===== src/rtl/pwr_rst_pkg.sv =====
package pwr_rst_pkg;

    localparam int unsigned OFS_VREG = 0;
    localparam int unsigned OFS_BOD  = 4;
    localparam int unsigned OFS_STAT = 8;

    // bit positions software decodes
    localparam int unsigned VR_EN_BIT   = 0;
    localparam int unsigned VR_HIZ_BIT  = 1;
    localparam int unsigned VR_VSEL_LSB = 4;
    localparam int unsigned VR_ROK_BIT  = 12;
    localparam int unsigned BD_EN_BIT   = 0;
    localparam int unsigned BD_VSEL_LSB = 4;
    localparam int unsigned ST_POR_BIT  = 8;
    localparam int unsigned ST_RUN_BIT  = 16;
    localparam int unsigned ST_DBG_BIT  = 20;
    localparam int unsigned ST_FLAG_BIT = 24;

    typedef enum logic [1:0] {
        BUS_IDLE,
        BUS_ARMED,
        BUS_DONE
    } bus_state_e;

    typedef enum logic [1:0] {
        SEL_VREG,
        SEL_BOD,
        SEL_STAT,
        SEL_NONE
    } reg_sel_e;

    typedef enum logic [1:0] {
        CAUSE_NONE,
        CAUSE_POR,
        CAUSE_RUN,
        CAUSE_DBG
    } cause_e;

endpackage


===== src/rtl/pwr_apb_fsm.sv =====
module pwr_apb_fsm
    import pwr_rst_pkg::*;
#(
    parameter int unsigned ADDR_W = 12
) (
    input  logic              clk,
    input  logic              rst_n,
    input  logic              psel,
    input  logic              penable,
    input  logic              pwrite,
    input  logic [ADDR_W-1:0] paddr,
    output reg_sel_e          sel_o,
    output logic              wr_o,
    output logic              rd_o,
    output logic              err_o
);

    bus_state_e state_q;
    bus_state_e state_d;
    logic       acc;

    // state register
    always_ff @(posedge clk or negedge rst_n) begin
        if (!rst_n) begin
            state_q <= BUS_IDLE;
        end else begin
            state_q <= state_d;
        end
    end

    // transitions
    always_comb begin
        state_d = state_q;
        unique case (state_q)
            BUS_IDLE: begin
                if (psel && !penable) state_d = BUS_ARMED;
            end
            BUS_ARMED: begin
                if (psel && penable) state_d = BUS_DONE;
                else if (!psel)      state_d = BUS_IDLE;
            end
            BUS_DONE: begin
                if (psel && !penable) state_d = BUS_ARMED;
                else                  state_d = BUS_IDLE;
            end
            default: state_d = BUS_IDLE;
        endcase
    end

    // outputs
    always_comb begin
        acc = (state_q == BUS_ARMED) && psel && penable;
        if (paddr == ADDR_W'(OFS_VREG))      sel_o = SEL_VREG;
        else if (paddr == ADDR_W'(OFS_BOD))  sel_o = SEL_BOD;
        else if (paddr == ADDR_W'(OFS_STAT)) sel_o = SEL_STAT;
        else                                 sel_o = SEL_NONE;
        wr_o  = acc && pwrite  && (sel_o != SEL_NONE);
        rd_o  = acc && !pwrite && (sel_o != SEL_NONE);
        err_o = acc && (sel_o == SEL_NONE);
    end

    AST_ERR_IN_ACCESS: assert property (@(posedge clk) disable iff (!rst_n)
        err_o |-> (psel && penable));
    AST_WR_AFTER_SETUP: assert property (@(posedge clk) disable iff (!rst_n)
        wr_o |-> ($past(psel) && !$past(penable)));

endmodule


===== src/rtl/pwr_sync2.sv =====
module pwr_sync2 #(
    parameter int unsigned STAGES = 2
) (
    input  logic clk,
    input  logic rst_n,
    input  logic d_async,
    output logic q_sync
);

    logic [STAGES-1:0] chain_q;

    generate
        for (genvar i = 0; i < STAGES; i++) begin : g_stage
            if (i == 0) begin : g_first
                always_ff @(posedge clk or negedge rst_n) begin
                    if (!rst_n) chain_q[0] <= 1'b0;
                    else        chain_q[0] <= d_async;
                end
            end else begin : g_rest
                always_ff @(posedge clk or negedge rst_n) begin
                    if (!rst_n) chain_q[i] <= 1'b0;
                    else        chain_q[i] <= chain_q[i-1];
                end
            end
        end
    endgenerate

    assign q_sync = chain_q[STAGES-1];

endmodule


===== src/rtl/pwr_cause_track.sv =====
module pwr_cause_track
    import pwr_rst_pkg::*;
(
    input  logic clk,
    input  logic rst_n,
    input  logic ev_por_i,
    input  logic ev_run_i,
    input  logic ev_dbg_i,
    output logic had_por_o,
    output logic had_run_o,
    output logic had_dbg_o
);

    cause_e cause_q;
    cause_e cause_d;

    always_ff @(posedge clk or negedge rst_n) begin
        if (!rst_n) begin
            cause_q <= CAUSE_NONE;
        end else begin
            cause_q <= cause_d;
        end
    end

    // fixed priority: power-on, then run pin, then debugger
    always_comb begin
        cause_d = cause_q;
        if (ev_por_i)      cause_d = CAUSE_POR;
        else if (ev_run_i) cause_d = CAUSE_RUN;
        else if (ev_dbg_i) cause_d = CAUSE_DBG;
    end

    always_comb begin
        had_por_o = 1'b0;
        had_run_o = 1'b0;
        had_dbg_o = 1'b0;
        unique case (cause_q)
            CAUSE_NONE: ;
            CAUSE_POR:  had_por_o = 1'b1;
            CAUSE_RUN:  had_run_o = 1'b1;
            CAUSE_DBG:  had_dbg_o = 1'b1;
            default:    ;
        endcase
    end

    AST_POR_WINS: assert property (@(posedge clk) disable iff (!rst_n)
        ev_por_i |=> (had_por_o && !had_run_o && !had_dbg_o));
    AST_RUN_OVER_DBG: assert property (@(posedge clk) disable iff (!rst_n)
        (ev_run_i && !ev_por_i) |=> (had_run_o && !had_dbg_o));
    AST_CAUSE_HOLDS: assert property (@(posedge clk) disable iff (!rst_n)
        !(ev_por_i || ev_run_i || ev_dbg_i) |=> $stable({had_por_o, had_run_o, had_dbg_o}));

endmodule


===== src/rtl/pwr_ctrl_regs.sv =====
module pwr_ctrl_regs
    import pwr_rst_pkg::*;
#(
    parameter int unsigned DATA_W       = 32,
    parameter int unsigned VSEL_W       = 4,
    parameter logic [VSEL_W-1:0] VR_VSEL_RST = 4'hB,
    parameter logic [VSEL_W-1:0] BD_VSEL_RST = 4'h9
) (
    input  logic              clk,
    input  logic              rst_n,
    input  logic              wr_i,
    input  reg_sel_e          sel_i,
    input  logic [DATA_W-1:0] wdata_i,
    input  logic              ev_por_i,
    input  logic              ev_dbg_i,
    output logic              vr_en_o,
    output logic              vr_hiz_o,
    output logic [VSEL_W-1:0] vr_vsel_o,
    output logic              bd_en_o,
    output logic [VSEL_W-1:0] bd_vsel_o,
    output logic              dbg_flag_o
);

    logic wr_vreg;
    logic wr_bod;
    logic clr_flag;

    assign wr_vreg  = wr_i && (sel_i == SEL_VREG);
    assign wr_bod   = wr_i && (sel_i == SEL_BOD);
    assign clr_flag = wr_i && (sel_i == SEL_STAT) && wdata_i[ST_FLAG_BIT];

    // regulator fields; power-on restores defaults ahead of any write
    always_ff @(posedge clk or negedge rst_n) begin
        if (!rst_n) begin
            vr_en_o   <= 1'b1;
            vr_hiz_o  <= 1'b0;
            vr_vsel_o <= VR_VSEL_RST;
        end else if (ev_por_i) begin
            vr_en_o   <= 1'b1;
            vr_hiz_o  <= 1'b0;
            vr_vsel_o <= VR_VSEL_RST;
        end else if (wr_vreg) begin
            vr_en_o   <= wdata_i[VR_EN_BIT];
            vr_hiz_o  <= wdata_i[VR_HIZ_BIT];
            vr_vsel_o <= wdata_i[VR_VSEL_LSB +: VSEL_W];
        end
    end

    // brown-out fields
    always_ff @(posedge clk or negedge rst_n) begin
        if (!rst_n) begin
            bd_en_o   <= 1'b1;
            bd_vsel_o <= BD_VSEL_RST;
        end else if (ev_por_i) begin
            bd_en_o   <= 1'b1;
            bd_vsel_o <= BD_VSEL_RST;
        end else if (wr_bod) begin
            bd_en_o   <= wdata_i[BD_EN_BIT];
            bd_vsel_o <= wdata_i[BD_VSEL_LSB +: VSEL_W];
        end
    end

    // debugger flag: set beats clear
    always_ff @(posedge clk or negedge rst_n) begin
        if (!rst_n) begin
            dbg_flag_o <= 1'b0;
        end else if (ev_por_i) begin
            dbg_flag_o <= 1'b0;
        end else if (ev_dbg_i) begin
            dbg_flag_o <= 1'b1;
        end else if (clr_flag) begin
            dbg_flag_o <= 1'b0;
        end
    end

    AST_POR_RESTORES: assert property (@(posedge clk) disable iff (!rst_n)
        ev_por_i |=> (vr_en_o && !vr_hiz_o && vr_vsel_o == VR_VSEL_RST
                      && bd_en_o && bd_vsel_o == BD_VSEL_RST && !dbg_flag_o));
    AST_SOFT_RESET_KEEPS: assert property (@(posedge clk) disable iff (!rst_n)
        (!ev_por_i && !wr_i) |=> $stable({vr_en_o, vr_hiz_o, vr_vsel_o, bd_en_o, bd_vsel_o}));
    AST_FLAG_SET_WINS: assert property (@(posedge clk) disable iff (!rst_n)
        (ev_dbg_i && !ev_por_i) |=> dbg_flag_o);
    AST_FLAG_ZERO_WRITE: assert property (@(posedge clk) disable iff (!rst_n)
        (dbg_flag_o && !ev_por_i && !(wr_i && sel_i == SEL_STAT && wdata_i[ST_FLAG_BIT]))
        |=> dbg_flag_o);

endmodule


===== src/rtl/pwr_rst_regs.sv =====
module pwr_rst_regs
    import pwr_rst_pkg::*;
#(
    parameter int unsigned ADDR_W      = 12,
    parameter int unsigned VSEL_W      = 4,
    parameter int unsigned SYNC_STAGES = 2
) (
    input  logic              pclk,
    input  logic              presetn,
    input  logic              psel,
    input  logic              penable,
    input  logic              pwrite,
    input  logic [ADDR_W-1:0] paddr,
    input  logic [31:0]       pwdata,
    output logic [31:0]       prdata,
    output logic              pready,
    output logic              pslverr,
    input  logic              ev_por,
    input  logic              ev_run,
    input  logic              ev_dbg,
    input  logic              reg_ok_async,
    output logic              vreg_en,
    output logic              vreg_hiz,
    output logic [VSEL_W-1:0] vreg_vsel,
    output logic              bod_en,
    output logic [VSEL_W-1:0] bod_vsel
);

    localparam int unsigned DATA_W = 32;

    reg_sel_e sel;
    logic     wr;
    logic     rd;
    logic     err;
    logic     rok_sync;
    logic     had_por;
    logic     had_run;
    logic     had_dbg;
    logic     dbg_flag;

    pwr_apb_fsm #(.ADDR_W(ADDR_W)) u_bus (
        .clk     (pclk),
        .rst_n   (presetn),
        .psel    (psel),
        .penable (penable),
        .pwrite  (pwrite),
        .paddr   (paddr),
        .sel_o   (sel),
        .wr_o    (wr),
        .rd_o    (rd),
        .err_o   (err)
    );

    pwr_sync2 #(.STAGES(SYNC_STAGES)) u_rok_sync (
        .clk     (pclk),
        .rst_n   (presetn),
        .d_async (reg_ok_async),
        .q_sync  (rok_sync)
    );

    pwr_cause_track u_cause (
        .clk       (pclk),
        .rst_n     (presetn),
        .ev_por_i  (ev_por),
        .ev_run_i  (ev_run),
        .ev_dbg_i  (ev_dbg),
        .had_por_o (had_por),
        .had_run_o (had_run),
        .had_dbg_o (had_dbg)
    );

    pwr_ctrl_regs #(
        .DATA_W (DATA_W),
        .VSEL_W (VSEL_W)
    ) u_regs (
        .clk        (pclk),
        .rst_n      (presetn),
        .wr_i       (wr),
        .sel_i      (sel),
        .wdata_i    (pwdata),
        .ev_por_i   (ev_por),
        .ev_dbg_i   (ev_dbg),
        .vr_en_o    (vreg_en),
        .vr_hiz_o   (vreg_hiz),
        .vr_vsel_o  (vreg_vsel),
        .bd_en_o    (bod_en),
        .bd_vsel_o  (bod_vsel),
        .dbg_flag_o (dbg_flag)
    );

    // read mux: zero outside a valid read access
    always_comb begin
        prdata = '0;
        if (rd) begin
            unique case (sel)
                SEL_VREG: begin
                    prdata[VR_EN_BIT]                 = vreg_en;
                    prdata[VR_HIZ_BIT]                = vreg_hiz;
                    prdata[VR_VSEL_LSB +: VSEL_W]     = vreg_vsel;
                    prdata[VR_ROK_BIT]                = rok_sync;
                end
                SEL_BOD: begin
                    prdata[BD_EN_BIT]                 = bod_en;
                    prdata[BD_VSEL_LSB +: VSEL_W]     = bod_vsel;
                end
                SEL_STAT: begin
                    prdata[ST_POR_BIT]                = had_por;
                    prdata[ST_RUN_BIT]                = had_run;
                    prdata[ST_DBG_BIT]                = had_dbg;
                    prdata[ST_FLAG_BIT]               = dbg_flag;
                end
                default: prdata = '0;
            endcase
        end
    end

    assign pready  = 1'b1;
    assign pslverr = err;

    AST_STATUS_ONEHOT: assert property (@(posedge pclk) disable iff (!presetn)
        $onehot0({had_por, had_run, had_dbg}));
    AST_RDATA_QUIET: assert property (@(posedge pclk) disable iff (!presetn)
        !(psel && penable) |-> (prdata == '0));

endmodule


===== config.mk =====
export PLATFORM = sky130hd
export DESIGN_NAME = pwr_rst_regs
export DESIGN_NICKNAME = d
export VERILOG_FILES = /design/src/rtl/pwr_rst_pkg.sv /design/src/rtl/pwr_apb_fsm.sv /design/src/rtl/pwr_sync2.sv /design/src/rtl/pwr_cause_track.sv /design/src/rtl/pwr_ctrl_regs.sv /design/src/rtl/pwr_rst_regs.sv
export SDC_FILE = /design/constraint.sdc
export NUM_CORES = 1
export LEC_CHECK = 0
export CAP_MARGIN = 5
export CORE_MARGIN = 3
export CORE_UTILIZATION = 29
export DETAILED_ROUTE_END_ITERATION = 8
export PLACE_DENSITY = 0.76
export SLEW_MARGIN = 30
export SYNTH_ARGS = -nofsm -noshare
export SYNTH_HDL_FRONTEND = slang
export SYNTH_HIERARCHICAL = 1
export SYNTH_SLANG_ARGS = --single-unit

===== constraint.sdc =====
create_clock -name pclk -period 2.97 [get_ports pclk]
set_input_delay 0.891 -clock pclk [delete_from_list [all_inputs] [get_ports pclk]]
set_output_delay 0.891 -clock pclk [all_outputs]
set_load 0.005 [all_outputs]

==> impl_metrics.py, run 1 <==
metrics = {
    "synthesis": {
        "synth_warnings": 6,
        "synth_area_um2": 1180,
        "synth_edf_count": 0,
        "synth_ff_type": "dfrtp_1",
        "synth_area_per_cell_um2": 9.81,
        "synth-seq-cells": 18,
        "syn-instance-count": 120,
        "async_reset_ff_share_pct": 100,
        "yosysSeqAreaShare_pct": 39.0,
        "yosysUniqueCellTypes": 31,
        "synthTopCellsByArea": "dfrtp_1 23%, dfstp_2 16%, buf_4 14%",
        "synth_top_area_share_pct": 23.4,
        "synth_largest_area_cell": "dfrtp_1",
    },
    "timing": {
        "worstMarginPinSlew_ns": 0.764,
        "final.setup_skew_ns": 0.000724,
        "setup_viol": 11,
        "rsz0062_at_grt": "true",
        "slew_violations": 0,
        "worst_slack_ns": -0.169,
        "finalCritPeriodShare_pct": 106,
        "maxSlewHeadroom_pct": 48.9,
        "hold_ws_ns": 0.351,
        "fmax_ghz": 0.319,
        "min_period_ns": 3.14,
        "finalSetupTns_ns": -1.38,
        "finalHoldViolCount": 0,
    },
    "floorplan": {
        "rows": 22,
        "fp.dieW_um": 69.7,
        "die_h_um": 69.7,
        "coreArea_um2": 3800,
        "initial_core_util_pct": 31.0,
        "die-area_um2": 4860,
        "ios": 98,
    },
    "clock_network": {
        "worstSkewPairLatency_ns": 0.25,
        "ctsHoldBuffers": 0,
        "cts_tree": "yes",
        "cts_max_level": 1,
        "cts_made_buffers": 3,
        "clock-root-buffer": "clkbuf_8",
        "clock_path_buffers": 2,
        "clock_sinks": 18,
        "clkTransAtPathRegs_ns": 0.06,
    },
    "finish": {
        "multiInputGateArea_um2": 641,
        "synthToLayoutAreaGrowth_pct": 52.2,
        "mostFrequentLayoutCells": "24 x clkdlybuf4s50_1, 22 x conb_1, 19 x nor2_1, 16 x mux2i_1, 14 x buf_2",
        "final-seq-area_um2": 459,
        "n_fill_cell": 368,
        "final_nets": 235,
        "insertedDiodeCount": 0,
        "stdcell_count": 229,
        "layout-drive-gt1-share_pct": 28.7,
        "layout_commonest_cell": "clkdlybuf4s50_1",
        "postLayoutCellArea_um2": 1790,
    },
    "power": {
        "p_leak_uw": 0.000896,
        "irDropWorstVdd_uv": 292,
        "power_density_nw_per_um2": 287,
        "total_power_uw": 514,
    },
    "worst_setup_path": {
        "end_kind": "output port",
        "rrSetupSlack_ns": 1.27,
        "cp_max_fo": 4,
        "cp.required_ns": 2.08,
        "crit_top_cell": "buf_6",
        "path_buf_inv": 3,
        "crit_type": "in2out",
        "cpMaxStageDelayCell": "nor4_4",
        "worstPathArrival_ns": 2.25,
        "cpPeakStageDelay_ns": 0.28,
        "critical_path.top_delay_family": "simple AND/OR/NAND/NOR gates",
        "startpoint_type": "input pin",
        "path_cells": "buf_6 > nor4_4 > nand3_1 > or2_1 > buf_6 > and3b_2 > and2_1 > buf_2",
    },
    "place": {
        "hpwl_um": 2100,
        "place.gp.congestion": 0.710,
        "post_dp_cell_area_um2": 1710,
        "dp.cells": 220,
        "port_buffers": 50,
    },
    "grt": {
        "grt_pass1_wl_um": 4420,
        "grt_max_degree": 23,
        "track_usage_pct": 11.1,
        "grt_pass1_vias": 945,
        "gr-total-overflow": 0,
        "grt_antenna_before_repair": 0,
    },
    "detailed_routing": {
        "drc_errors": 0,
        "drt-pass1-iter-count": 4,
        "antenna_left": 0,
        "avgRoutedWirePerCell_um": 11.7,
        "drt-vias-per-instance": 4.12,
        "detailroute.via_count": 944,
        "wirelength_um": 2680,
        "drt_iter0_drc": 22,
    },
    "hold_path": {
        "hp-class": "reg2reg",
    },
    "job": {
        "maxCapViolCount": 0,
    },
    "run_status": {
        "status": "finished with violations",
        "failed_checks": "setup timing",
    },
}
==> flip-flops by register name, indices dropped and copies added, names as in the netlist <==
name                flops
u_bus/state_q           2
u_regs/vr_en_o          1
u_regs/dbg_flag_o       1
u_regs/bd_vsel_o        4
u_rok_sync/q_sync       1
u_regs/vr_vsel_o        4
u_regs/bd_en_o          1
u_cause/cause_q         2
u_rok_sync/chain_q      1
u_regs/vr_hiz_o         1
==> cells by family (layout without fill, tap and decap cells) <==
family | count (synthesis) | in the layout | synth area share, %
AND/OR/NAND/NOR | 54 | 54 | 28.6
buffers and inverters | 27 | 68 | 16.4
flip-flops | 18 | 18 | 39.0
multiplexers | 16 | 16 | 13.6
AO/OA/AOI/OAI | 3 | 3 | 1.81
other | 2 | 22 | 0.638
==> layout make-up <==
cell class | count | area share, %
multi-input cells | 95 | 35.8
clock buffers | 4 | 3.07
inverters | 2 | 0.419
repair buffers | 62 | 31.8
well taps | 48 | 3.35
flip-flops and latches | 18 | 25.6
==> Yosys cell counts (2+ instances only) <==
master / number
nand2_1: 2
nor3b_1: 2
buf_4: 22
and4b_1: 2
dfrtp_1: 11
and2_1: 5
or2_1: 2
nand2b_1: 8
nor2_1: 20
mux2i_1: 16
nor4_2: 2
dfstp_2: 7
inv_1: 2
conb_1: 2
==> where the power goes <==
part           switching [µW]  leakage [µW]  total (µW)  internal (µW)
registers                2.69      0.000214         254            251
logic                    30.2      0.000653        66.8           36.6
clock network            75.5     0.0000288         193            117
total                     108      0.000896         514            405
==> worst paths after layout <==
path / start / end / depth (start not counted)
worst max-delay path: paddr[8] / prdata[24] / 8
worst max register to register: u_bus/state_q[1] / u_regs/vr_vsel_o[2] / 7
worst min register to register: u_rok_sync/chain_q[0] / u_rok_sync/q_sync / 0
worst min-delay path: u_rok_sync/chain_q[0] / u_rok_sync/q_sync / 0
min in group asynchronous: presetn / u_regs/dbg_flag_o / 1
max in group asynchronous: presetn / u_rok_sync/q_sync / 1
==> metal layers <==
layer  vias up  global-route usage [%]  part of all wire (%)  wire (µm)
met2        38                    20.2                    51       1380
met1       430                    13.3                    42       1120
met3         0                    3.33                   6.8        181
li1        476                       -                     -          -
met4         0                   0.638                     0          0
met5         -                       0                     0          0
==> timing repair <==
action / 4_1_cts / 5_1_grt
setup buffers: 5 / 0
setup endpoints to repair: 12 / 12
pin swaps: 18 / 7
resized for setup: 90 / 2
cloned: 0 / 0
==> metrics by stage <==
| stage | worst slack, ns | utilization, % |
|---|---|---|
| global placement | -0.916 | 44.9 |
| global route | -0.255 | 47.2 |
| floorplan | 0.00396 | - |
| CTS | -0.169 | 47.1 |
| detailed placement | -0.945 | 44.9 |
| finish | -0.169 | 47.2 |
(Power assumes the default switching activity.)
==> run 2, diff against run 1 <==
CORE_UTILIZATION = 30   (was 29)
CTS_BUF_LIST = sky130_fd_sc_hd__clkbuf_8   (was default)
PLACE_DENSITY = 0.86   (was 0.76)
==> run 2 against run 1 <==
  * The flow still finishes with violations (setup timing)
  * Core utilization rose by 1.1 points
  * Flip-flop and latch count did not move
  * Sequential share of layout area fell by 0.054 points
  * Clock skew rose by 0.0013 ns
  * Sequential power barely moved
  * Routed wire length rose by 3.2%
  * Non-clock buffer count rose by 2
  * Critical path depth did not move
  * Combinational power rose by 1%
  * Hold slack got worse by 0.0033 ns
  * Via count rose by 2.2%
  * Clock-buffer cell count did not move
  * Critical endpoint is now prdata[20]
==> impl_metrics.py, run 2 (synthesis gave the netlist of run 1 again) <==
metrics = {
    "run_status": {
        "status": "finished with violations",
        "failed_checks": "setup timing",
    },
    "floorplan": {
        "die_h_um": 68.6,
        "rows": 22,
        "coreArea_um2": 3720,
        "ios": 98,
        "initial_core_util_pct": 31.7,
        "fp.dieW_um": 68.6,
        "die-area_um2": 4710,
    },
    "timing": {
        "maxSlewHeadroom_pct": 45.4,
        "finalCritPeriodShare_pct": 106,
        "worstMarginPinSlew_ns": 0.817,
        "slew_violations": 0,
        "rsz0062_at_grt": "true",
        "finalSetupTns_ns": -1.53,
        "finalHoldViolCount": 0,
        "final.setup_skew_ns": 0.00207,
        "min_period_ns": 3.15,
        "worst_slack_ns": -0.184,
        "setup_viol": 11,
        "fmax_ghz": 0.317,
    },
    "power": {
        "power_density_nw_per_um2": 289,
        "irDropWorstVdd_uv": 234,
        "total_power_uw": 519,
        "p_leak_uw": 0.000893,
    },
    "finish": {
        "mostFrequentLayoutCells": "24 x clkdlybuf4s50_1, 22 x conb_1, 16 x mux2i_1, 16 x nor2_1, 13 x buf_2",
        "synthToLayoutAreaGrowth_pct": 52.5,
        "fin_util_pct": 48.3,
        "largest_registers": "u_regs/bd_vsel_o: 4 flops, u_regs/vr_vsel_o: 4 flops",
        "final_nets": 237,
        "layout-drive-gt1-share_pct": 31.1,
        "layout_commonest_cell": "clkdlybuf4s50_1",
        "stdcell_count": 231,
        "insertedDiodeCount": 0,
    },
    "detailed_routing": {
        "drc_errors": 0,
        "drt-pass1-iter-count": 4,
        "wirelength_um": 2770,
        "drt_iter0_drc": 8,
        "antenna_left": 0,
        "drt-vias-per-instance": 4.18,
        "avgRoutedWirePerCell_um": 12.0,
        "detailroute.via_count": 965,
    },
    "grt": {
        "gr-total-overflow": 0,
        "track_usage_pct": 11.5,
        "use_met1_pct": 14.8,
        "grt_pass1_vias": 896,
        "busiest_layer": "met2",
        "grt_pass1_wl_um": 4040,
        "use_met2_pct": 19.9,
        "grt_max_degree": 23,
        "use_met3_pct": 2.27,
        "grt_antenna_before_repair": 0,
    },
    "clock_network": {
        "worstSkewPairLatency_ns": 0.25,
        "clkTransAtPathRegs_ns": 0.07,
        "cts_tree": "yes",
        "clock-root-buffer": "clkbuf_8",
        "clock_sinks": 18,
        "clock_path_buffers": 2,
        "cts_max_level": 1,
        "ctsHoldBuffers": 0,
        "cts_made_buffers": 3,
    },
    "job": {
        "maxCapViolCount": 0,
    },
    "worst_setup_path": {
        "startpoint_type": "input pin",
        "cp_max_fo": 4,
        "cpMaxStageDelayCell": "nor4_4",
        "path_cells": "buf_6 > nor4_4 > nand3_1 > or2_1 > buf_4 > and3b_2 > and2_1 > buf_2",
        "critical_path_depth": 8,
        "path_buf_inv": 3,
        "cp.required_ns": 2.08,
        "end_kind": "output port",
        "worstPathArrival_ns": 2.26,
        "crit_type": "in2out",
        "critical_path.top_delay_family": "simple AND/OR/NAND/NOR gates",
        "cpPeakStageDelay_ns": 0.28,
        "reg2reg_depth": 7,
        "rrSetupSlack_ns": 1.32,
    },
    "place": {
        "port_buffers": 50,
        "dp.cells": 222,
        "post-place-ws_ns": -0.936,
        "place.gp.congestion": 0.698,
        "hpwl_um": 2110,
    },
    "hold_path": {
        "hp-class": "reg2reg",
        "hold_depth": 0,
    },
}
[run 2: cell types whose count changed in the layout (fill, tap and decap cells not counted)]
cell,before,now
clkbuf_2,0,1
clkdlybuf4s15_1,3,2
buf_2,14,13
or2_1,1,2
or2_4,1,0
nor2_2,1,4
buf_12,3,1
buf_4,5,7
buf_6,7,10
nor2_1,19,16
[run 2: area by class of cell]
class,instances,area (µm²)
Clock buffer,4,55.1
Fill cell,366,1920
Sequential cell,18,459
Tap cell,48,60.1
Inverter,2,7.51
Timing Repair Buffer,64,568
Multi-Input combinational cell,95,646
[run 2: routing by layer]
| layer | part of all wire, % | vias to the layer above |
|---|---|---|
| met4 | 0 | 0 |
| met1 | 41 | 454 |
| met3 | 6.5 | 0 |
| met5 | 0 | - |
| met2 | 52 | 35 |
| li1 | - | 476 |
[run 2: final timing paths]
kind / from / to
worst min-delay path: u_rok_sync/chain_q[0] / u_rok_sync/q_sync
worst max register to register: u_bus/state_q[1] / u_regs/vr_vsel_o[0]
min in group asynchronous: presetn / u_regs/bd_vsel_o[1]
worst min register to register: u_rok_sync/chain_q[0] / u_rok_sync/q_sync
max in group asynchronous: presetn / u_bus/state_q[0]
worst max-delay path: paddr[10] / prdata[20]
[run 2: through the flow]
stage	hold slack (ns)	instance area, µm²
after floorplan	0.331	1250
after global placement	0.332	1710
after detailed placement	0.336	1710
after CTS	0.352	1770
after global routing	0.362	1800
final	0.348	1800
[run 2: repair_timing]
| item | CTS | global route |
|---|---|---|
| pin swaps | 19 | 15 |
| setup endpoints to repair | 12 | 12 |
| setup buffers | 3 | 2 |
| gates resized for setup | 96 | 5 |
[run 2: where the power goes]
part	internal, µW	total (µW)	switching [µW]
Sequential	251	254	2.74
Clock	118	198	80.2
Combinational	37.1	67.8	30.7
